`src/rtl/stage_cal_pkg.sv`:
```
package stage_cal_pkg;

  // Transition flags of the monitored stage bit for one sample.
  typedef struct packed {
    logic rise;
    logic fall;
  } msb_edge_t;

endpackage

```
`src/rtl/cal_history.sv`:
```
module cal_history #(
  parameter int CODE_W = 10
) (
  input  logic              clk,
  input  logic              rst_n,
  input  logic [CODE_W-1:0] code_i,
  input  logic              msb_i,
  output logic [CODE_W-1:0] code_d_o,
  output logic              msb_d_o,
  output logic              vld_o
);

  logic [CODE_W-1:0] code_q, code_n;
  logic              msb_q, msb_n;
  logic              vld_q, vld_n;

  always_comb begin
    code_n = code_i;
    msb_n  = msb_i;
    vld_n  = 1'b1;
  end

  always_ff @(posedge clk or negedge rst_n) begin
    if (!rst_n) begin
      code_q <= '0;
      msb_q  <= 1'b0;
      vld_q  <= 1'b0;
    end else begin
      code_q <= code_n;
      msb_q  <= msb_n;
      vld_q  <= vld_n;
    end
  end

  assign code_d_o = code_q;
  assign msb_d_o  = msb_q;
  assign vld_o    = vld_q;

endmodule

```
`src/rtl/cal_edge_diff.sv`:
```
module cal_edge_diff
  import stage_cal_pkg::*;
#(
  parameter int CODE_W = 10
) (
  input  logic              msb_i,
  input  logic              msb_d_i,
  input  logic              vld_i,
  input  logic [CODE_W-1:0] code_i,
  input  logic [CODE_W-1:0] code_d_i,
  output msb_edge_t         edge_o,
  output logic [CODE_W-1:0] diff_o,
  output logic              borrow_o
);

  localparam int EXT_W = CODE_W + 1;

  logic [EXT_W-1:0] wide_diff;

  always_comb begin
    wide_diff   = {1'b0, code_d_i} - {1'b0, code_i};
    diff_o      = wide_diff[CODE_W-1:0];
    borrow_o    = wide_diff[CODE_W];
    edge_o.rise = vld_i & msb_i & ~msb_d_i;
    edge_o.fall = vld_i & ~msb_i & msb_d_i;
  end

endmodule

```
`src/rtl/cal_capture.sv`:
```
module cal_capture
  import stage_cal_pkg::*;
#(
  parameter int CODE_W = 10
) (
  input  logic              clk,
  input  logic              rst_n,
  input  logic              start_i,
  input  logic              up_ramp_i,
  input  msb_edge_t         edge_i,
  input  logic [CODE_W-1:0] diff_i,
  input  logic              borrow_i,
  output logic              swap_o,
  output logic [CODE_W-1:0] coef_o,
  output logic              done_o
);

  logic              swap_arm_q, swap_arm_n;
  logic              coef_arm_q, coef_arm_n;
  logic              swap_q, swap_n;
  logic [CODE_W-1:0] coef_q, coef_n;
  logic              done_q, done_n;
  logic              swap_en, coef_en;

  always_comb begin
    swap_en    = !start_i && swap_arm_q && up_ramp_i && edge_i.rise;
    coef_en    = !start_i && coef_arm_q && !up_ramp_i && edge_i.fall;
    swap_arm_n = swap_arm_q;
    coef_arm_n = coef_arm_q;
    swap_n     = swap_q;
    coef_n     = coef_q;
    done_n     = done_q;
    if (start_i) begin
      swap_arm_n = 1'b1;
      coef_arm_n = 1'b1;
      swap_n     = 1'b0;
      coef_n     = '0;
      done_n     = 1'b0;
    end else begin
      if (swap_en) begin
        swap_n     = ~borrow_i;
        swap_arm_n = 1'b0;
      end
      if (coef_en) begin
        coef_n     = diff_i;
        coef_arm_n = 1'b0;
        done_n     = 1'b1;
      end
    end
  end

  always_ff @(posedge clk or negedge rst_n) begin
    if (!rst_n) begin
      swap_arm_q <= 1'b1;
      coef_arm_q <= 1'b1;
      swap_q     <= 1'b0;
      coef_q     <= '0;
      done_q     <= 1'b0;
    end else begin
      swap_arm_q <= swap_arm_n;
      coef_arm_q <= coef_arm_n;
      swap_q     <= swap_n;
      coef_q     <= coef_n;
      done_q     <= done_n;
    end
  end

  assign swap_o = swap_q;
  assign coef_o = coef_q;
  assign done_o = done_q;

  // an armed rising capture writes the inverted borrow
  a_r2_swap_sense: assert property (@(posedge clk) disable iff (!rst_n)
    (edge_i.rise && up_ramp_i && swap_arm_q && !start_i) |=> (swap_o == !$past(borrow_i)));

  // once consumed, swap holds until start
  a_r5_swap_once: assert property (@(posedge clk) disable iff (!rst_n)
    (!swap_arm_q && !start_i) |=> $stable(swap_o));

  // once consumed, coefficient holds until start
  a_r6_coef_once: assert property (@(posedge clk) disable iff (!rst_n)
    (!coef_arm_q && !start_i) |=> $stable(coef_o));

  // done is sticky until start
  a_r7_done_hold: assert property (@(posedge clk) disable iff (!rst_n)
    (done_o && !start_i) |=> done_o);

  // start clears every result
  a_r8_start_clear: assert property (@(posedge clk) disable iff (!rst_n)
    start_i |=> (!swap_o && !done_o && coef_o == '0));

endmodule

```
`src/rtl/stage_cal_extractor.sv`:
```
module stage_cal_extractor
  import stage_cal_pkg::*;
#(
  parameter int CODE_W = 10
) (
  input  logic              clk,
  input  logic              rst_n,
  input  logic              start_i,
  input  logic              up_ramp_i,
  input  logic              stage_msb_i,
  input  logic [CODE_W-1:0] raw_code_i,
  output logic              swap_o,
  output logic [CODE_W-1:0] coef_o,
  output logic              done_o
);

  logic [CODE_W-1:0] code_d;
  logic              msb_d;
  logic              hist_vld;
  msb_edge_t         msb_edge;
  logic [CODE_W-1:0] diff;
  logic              borrow;

  cal_history #(.CODE_W(CODE_W)) u_hist (
    .clk      (clk),
    .rst_n    (rst_n),
    .code_i   (raw_code_i),
    .msb_i    (stage_msb_i),
    .code_d_o (code_d),
    .msb_d_o  (msb_d),
    .vld_o    (hist_vld)
  );

  cal_edge_diff #(.CODE_W(CODE_W)) u_edge (
    .msb_i    (stage_msb_i),
    .msb_d_i  (msb_d),
    .vld_i    (hist_vld),
    .code_i   (raw_code_i),
    .code_d_i (code_d),
    .edge_o   (msb_edge),
    .diff_o   (diff),
    .borrow_o (borrow)
  );

  cal_capture #(.CODE_W(CODE_W)) u_cap (
    .clk       (clk),
    .rst_n     (rst_n),
    .start_i   (start_i),
    .up_ramp_i (up_ramp_i),
    .edge_i    (msb_edge),
    .diff_i    (diff),
    .borrow_i  (borrow),
    .swap_o    (swap_o),
    .coef_o    (coef_o),
    .done_o    (done_o)
  );

  // a rising ramp never changes the coefficient
  a_r9_coef_dir: assert property (@(posedge clk) disable iff (!rst_n)
    (up_ramp_i && !start_i) |=> $stable(coef_o));

  // a falling ramp never changes swap
  a_r9_swap_dir: assert property (@(posedge clk) disable iff (!rst_n)
    (!up_ramp_i && !start_i) |=> $stable(swap_o));

  // a steady stage bit never triggers a capture
  a_r10_steady: assert property (@(posedge clk) disable iff (!rst_n)
    (stage_msb_i == msb_d && !start_i) |=> ($stable(swap_o) && $stable(coef_o)));

endmodule

```
`config.mk`:
```
export PLATFORM = sky130hd
export DESIGN_NAME = stage_cal_extractor
export DESIGN_NICKNAME = d
export VERILOG_FILES = /design/src/rtl/stage_cal_pkg.sv /design/src/rtl/cal_history.sv /design/src/rtl/cal_edge_diff.sv /design/src/rtl/cal_capture.sv /design/src/rtl/stage_cal_extractor.sv
export SDC_FILE = /design/constraint.sdc
export NUM_CORES = 1
export LEC_CHECK = 0
export ABC_CLOCK_PERIOD_IN_PS = 2800
export BUFFER_PORTS_ARGS = -buffer_cell sky130_fd_sc_hd__buf_2
export CAP_MARGIN = 5
export CORE_MARGIN = 2
export CORE_UTILIZATION = 36
export CTS_BUF_LIST = sky130_fd_sc_hd__clkbuf_2
export CTS_CLUSTER_DIAMETER = 80
export DETAILED_ROUTE_END_ITERATION = 10
export HOLD_SLACK_MARGIN = 0.02
export PLACE_DENSITY = 0.58
export RECOVER_POWER = 25
export SETUP_SLACK_MARGIN = 0.15
export SLEW_MARGIN = 10
export SYNTH_ARGS = -nofsm -noshare
export SYNTH_HDL_FRONTEND = slang
export SYNTH_HIERARCHICAL = 1
export SYNTH_SLANG_ARGS = --single-unit
```
`constraint.sdc`:
```
create_clock -name clk -period 2.8 [get_ports clk]
set_input_delay 0.28 -clock clk [delete_from_list [all_inputs] [get_ports clk]]
set_output_delay 0.28 -clock clk [all_outputs]
set_load 0.005 [all_outputs]
```
# Word-level counts from Yosys, hierarchy flattened
# Cells that the tools add are included.
# totals
regBits	26
elab_cells	36
# op_classes
addsub	1
mux	10
reduce_logical	10
bitwise_logic	7
# op_table
op	count
$mux W10	2
$sub A10 B10 Y11	1
$mux W1	8
$logic_and A1 B1 Y1	6
$and A1 B1 Y1	4
$reduce_bool A2 Y1	2
$not A1 Y1	3
$logic_not A1 Y1	2

# Longest topological paths before layout
# depth
word_depth	6
ltp_mapped	11
depth_no_buf	11

# Cells and area by module
# The synthesis kept the hierarchy.
# modules_own_cells
mod	n_inst	seq_area_each_um2	area_each_um2	cells_per_inst
cal_capture	1	352.8	668.1	57
cal_edge_diff	1	0.0	473.0	66
cal_history	1	300.3	304.0	13

# Worst setup path before layout
# Ideal clock, no wire load.
# synth_path
path_type	register to register
from	register u_hist.code_q[0] (netlist: u_hist/code_d_o[0])
to	register u_cap.swap_q (netlist: u_cap/swap_o)
path_stages_with_launch	12
setup_slack_ns	0.675
t_required_ns	2.675
path_buffers	0
synth_period_minus_slack_ns	2.125
setup_time_ns	0.125
arrival_time_ns	2.001
path_cell_list	dfrtp_1 -> inv_1 -> ha_1 -> inv_1 -> fa_1 -> a21o_1 -> nand4_1 -> nand2_2 -> a221o_1 -> a21oi_2 -> nor2_1 -> mux2_2
# synth_via
elab_chain_cells	4
# synth_rtl
item	line_no	text
start, declared	cal_history.sv:13	logic [CODE_W-1:0] code_q, code_n;
start signal, assigned	cal_history.sv:29	code_q <= code_n;
$sub A10 B10 Y11	cal_edge_diff.sv:21	wide_diff = {1'b0, code_d_i} - {1'b0, code_i};
net borrow	stage_cal_extractor.sv:22	logic borrow;
$not A1 Y1	cal_capture.sv:41	swap_n = ~borrow_i;
$mux W1	cal_capture.sv:40	if (swap_en) begin
$mux W1	cal_capture.sv:33	if (start_i) begin
end signal, assigned	cal_capture.sv:62	swap_q <= swap_n;
end, declared	cal_capture.sv:20	logic swap_q, swap_n;
# The timed path passes the listed nets, and every way through them passes these cells. The select of a mux whose other input is x is not followed.
# A chain may end at the register's enable or synchronous reset.

# Worst setup path in the final report
# layout_path
from	input port raw_code_i[0]
to	register u_cap.swap_q (netlist: u_cap/swap_o)
# layout_via
elab_chain_cells	4
# layout_rtl
item	line_no	text
start, declared	stage_cal_extractor.sv:11	input logic [CODE_W-1:0] raw_code_i,
$sub A10 B10 Y11	cal_edge_diff.sv:21	
net borrow	stage_cal_extractor.sv:22	
$not A1 Y1	cal_capture.sv:41	
$mux W1	cal_capture.sv:40	
$mux W1	cal_capture.sv:33	
# The timed path passes the listed nets, and every way through them passes these cells. The select of a mux whose other input is x is not followed.

==> results.json <==
{
  "outcome": "finished clean",
  "min_to": "u_cap/swap_arm_q$_DFFE_PN1P_",
  "worst_hold_startpoint": "up_ramp_i",
  "antenna_found_initial": 0,
  "pwr-share-comb": 0.207,
  "cellPowerDensity_mw_per_mm2": 450,
  "dr.first_iter.drc_count": 76,
  "r2r_cells": 11,
  "gr-total-overflow": 0,
  "antenna_cells": 0,
  "start_util": 0.367,
  "post_cts_resized": 0,
  "numPortBuffers": 26,
  "grt_pass1_wl_um": 4370,
  "power_frac_seq": 0.499,
  "p_sw_uw": 202,
  "timing.fmax_ghz": 0.418,
  "place_congestion": 0.722,
  "grtUsageTotal": 0.126,
  "avgSynthCellArea_sq_um": 10.6,
  "cp-end-kind": "register",
  "num_io_pins": 27,
  "firstDrtPassIters": 3,
  "synth_edf_count": 0,
  "cp_data_arrival_time_ns": 2.66,
  "cts.sinks": 26,
  "cts_tree": "built",
  "path_cells": "dlygate4sd3_1, clkbuf_1, ha_1, inv_1, fa_1, a21o_1, nand4_1, nand2_2, a221o_1, a21oi_2, nor2_1, mux2_2",
  "rrSetupSlack_ns": 0.53,
  "synth-main-ff-cell": "dfrtp_1",
  "r2r_start": "u_hist/code_d_o[0]$_DFF_PN0_",
  "cts_buffer_depth": 2,
  "synth_seq_area_share": 0.452,
  "synth_nets": 162,
  "synth_cell_types": 37,
  "maxSlewHeadroom": 0.105,
  "drt-total-wl_um": 2490,
  "clockRootBuffer": "clkbuf_2",
  "wl_per_cell_um": 11.1,
  "die_h_um": 67.4,
  "yosys-top-cells-area": "dfrtp_1 (42%), nand2b_1 (9.5%), ha_1 (8.7%), mux2i_1 (6.9%), dfstp_2 (3.6%)",
  "area.growth.synth_to_final_pct": 22.4,
  "rsz0062_at_grt": "no",
  "grt_max_degree": 27,
  "ys_async_sr_fraction": 1.00,
  "critPathMaxStageDelay_ns": 0.52,
  "die_x_um": 67.4,
  "p_clk_frac": 0.294,
  "cts.clk_slew.worst_paths_ns": 0.23,
  "grt_pass1_vias": 1026,
  "worst_pin_slew_ns": 1.34,
  "path_max_fanout": 3,
  "leakage_nw": 0.856,
  "cts_setup_buffers": 0,
  "routed_via_density": 4.53,
  "fin_skew_ns": 0.0106,
  "crit_type": "input pin to register",
  "critPathLaunchType": "input pin",
  "clk_latency_ns": 0.35,
  "synth_seq_cells": 26,
  "fin_crit_ns": 2.39,
  "numCtsBuffers": 3,
  "ctsHoldBuffers": 11,
  "die_area_sq_mm": 0.00454,
  "setup_viol_count_final": 0,
  "synth_cells": 136,
  "maxCapViolations": 0,
  "ant_nets": 0,
  "netlist_top_cells_count": "dfrtp_1 (24), nand2b_1 (22), inv_1 (12), ha_1 (10), mux2i_1 (10)",
  "dr_total_vias": 1020,
  "hold_path.class": "input pin to register",
  "rr_endpoint": "u_cap/swap_o$_DFFE_PN0P_",
  "synth_warnings": 6,
  "power.internal_uw": 594,
  "cts_htree_levels": 1,
  "crit_path_top_delay_cell": "dlygate4sd3_1",
  "worst_hold_slack_ns": 0.215,
  "max-vdd-ir-drop_uv": 307,
  "syn-cell-area_sq_mm": 0.00145,
  "core_sq_mm": 0.00394,
  "tns_ns": 0,
  "drc_errors": 0,
  "fin_nets": 202,
  "power_uw": 796,
  "hold_viol_final": 0,
  "final-max-slew-violation-count": 0,
  "hpwlAfterDp_um": 1840,
  "yosysTopAreaCellShare": 0.416,
  "drive_above_1_share": 0.154,
  "row_count": 23,
  "yosys.area.top_type": "dfrtp_1",
  "crit_required_ns": 3.07,
  "whs_path_depth": 3,
  "yosysMostFrequentCell": "dfrtp_1",
  "fin_crit_sh": 0.854,
  "p_sw_frac": 0.254
}
placed cells by master (no fill, tap or decap), types with 2 or more instances in the layout:
master / count
dfstp_2: 2
a21oi_1: 5
mux2i_1: 10
xnor2_1: 3
buf_2: 15
nand2_1: 5
inv_1: 12
dlygate4sd3_1: 12
nor2_1: 4
dfrtp_1: 24
nand2b_1: 22
a21oi_2: 2
xor2_1: 4
ha_1: 10
clkbuf_2: 3
o21ai_0: 5
a21o_1: 4
nor2b_1: 2
clkbuf_1: 11
layer usage:
layer,share of wire,up-vias,track usage
met5,0,-,0
li1,-,531,-
met3,0.036,2,0.0367
met1,0.50,470,0.157
met4,0.0052,0,0.0230
met2,0.46,17,0.218
worst max path at each step:
stage / cells past startpoint / slack [ns] / endpoint / startpoint
global placement: 11 / 0.59 / u_cap/swap_o$_DFFE_PN0P_ / u_hist/code_d_o[0]$_DFF_PN0_
global route: 12 / 0.28 / u_cap/swap_o$_DFFE_PN0P_ / raw_code_i[0]
detailed placement: 11 / 0.54 / u_cap/swap_o$_DFFE_PN0P_ / u_hist/code_d_o[0]$_DFF_PN0_
floorplan: 11 / 0.67 / u_cap/swap_o$_DFFE_PN0P_ / u_hist/code_d_o[0]$_DFF_PN0_
CTS: 12 / 0.44 / u_cap/swap_o$_DFFE_PN0P_ / raw_code_i[0]
finish: 12 / 0.41 / u_cap/swap_o$_DFFE_PN0P_ / raw_code_i[0]
area by class of cell:
| cell class | instances | area, sq um |
|---|---|---|
| Timing Repair Buffer | 38 | 236 |
| Inverter | 12 | 45.0 |
| Clock buffer | 3 | 15.0 |
| Fill cell | 403 | 2170 |
| Sequential cell | 26 | 653 |
| Multi-Input combinational cell | 95 | 727 |
| Tap cell | 50 | 62.6 |
| Clock inverter | 1 | 30.0 |
power groups by stage:
stage                     clock network [mW]  logic (mW)  registers [mW]
after floorplan                            0       0.111           0.404
after global placement                     0       0.153           0.404
after detailed placement                   0       0.156           0.404
after CTS                              0.248       0.168           0.398
after global routing                   0.260       0.189           0.400
final                                  0.234       0.165           0.398
metrics by stage:
step	instances	utilization	setup WS [ns]	area (sq um)
global placement	209	0.410	0.588	1620
global route	225	0.449	0.283	1770
detailed placement	209	0.410	0.545	1620
CTS	224	0.450	0.437	1770
finish	225	0.449	0.410	1770
floorplan	136	-	0.675	1450
state kept, by name, indices dropped and copies added (netlist names):
register / count
u_cap/swap_o: 1
u_hist/vld_o: 1
u_cap/swap_arm_q: 1
u_cap/done_o: 1
u_cap/coef_o: 10
u_hist/msb_d_o: 1
u_cap/coef_arm_q: 1
u_hist/code_d_o: 10
critical path, delay by kind of cell:
| family | cells | cell delay (ns) |
|---|---|---|
| buffers and inverters | 3 | 0.69 |
| and+or+nand+nor | 3 | 0.22 |
| adders and majority gates | 2 | 0.57 |
| muxes | 1 | 0.26 |
| AOI/OAI and AO/OA | 3 | 0.62 |
cells by family after synthesis:
family / Yosys count / share of synthesized area
other cells: 1 / 0.00259
compound gates: 24 / 0.118
xor+xnor: 7 / 0.0424
mux: 11 / 0.0771
fa+ha+maj: 11 / 0.100
flops: 26 / 0.452
buf+inv: 15 / 0.0450
simple gates: 41 / 0.163
(Power assumes the default switching activity.)
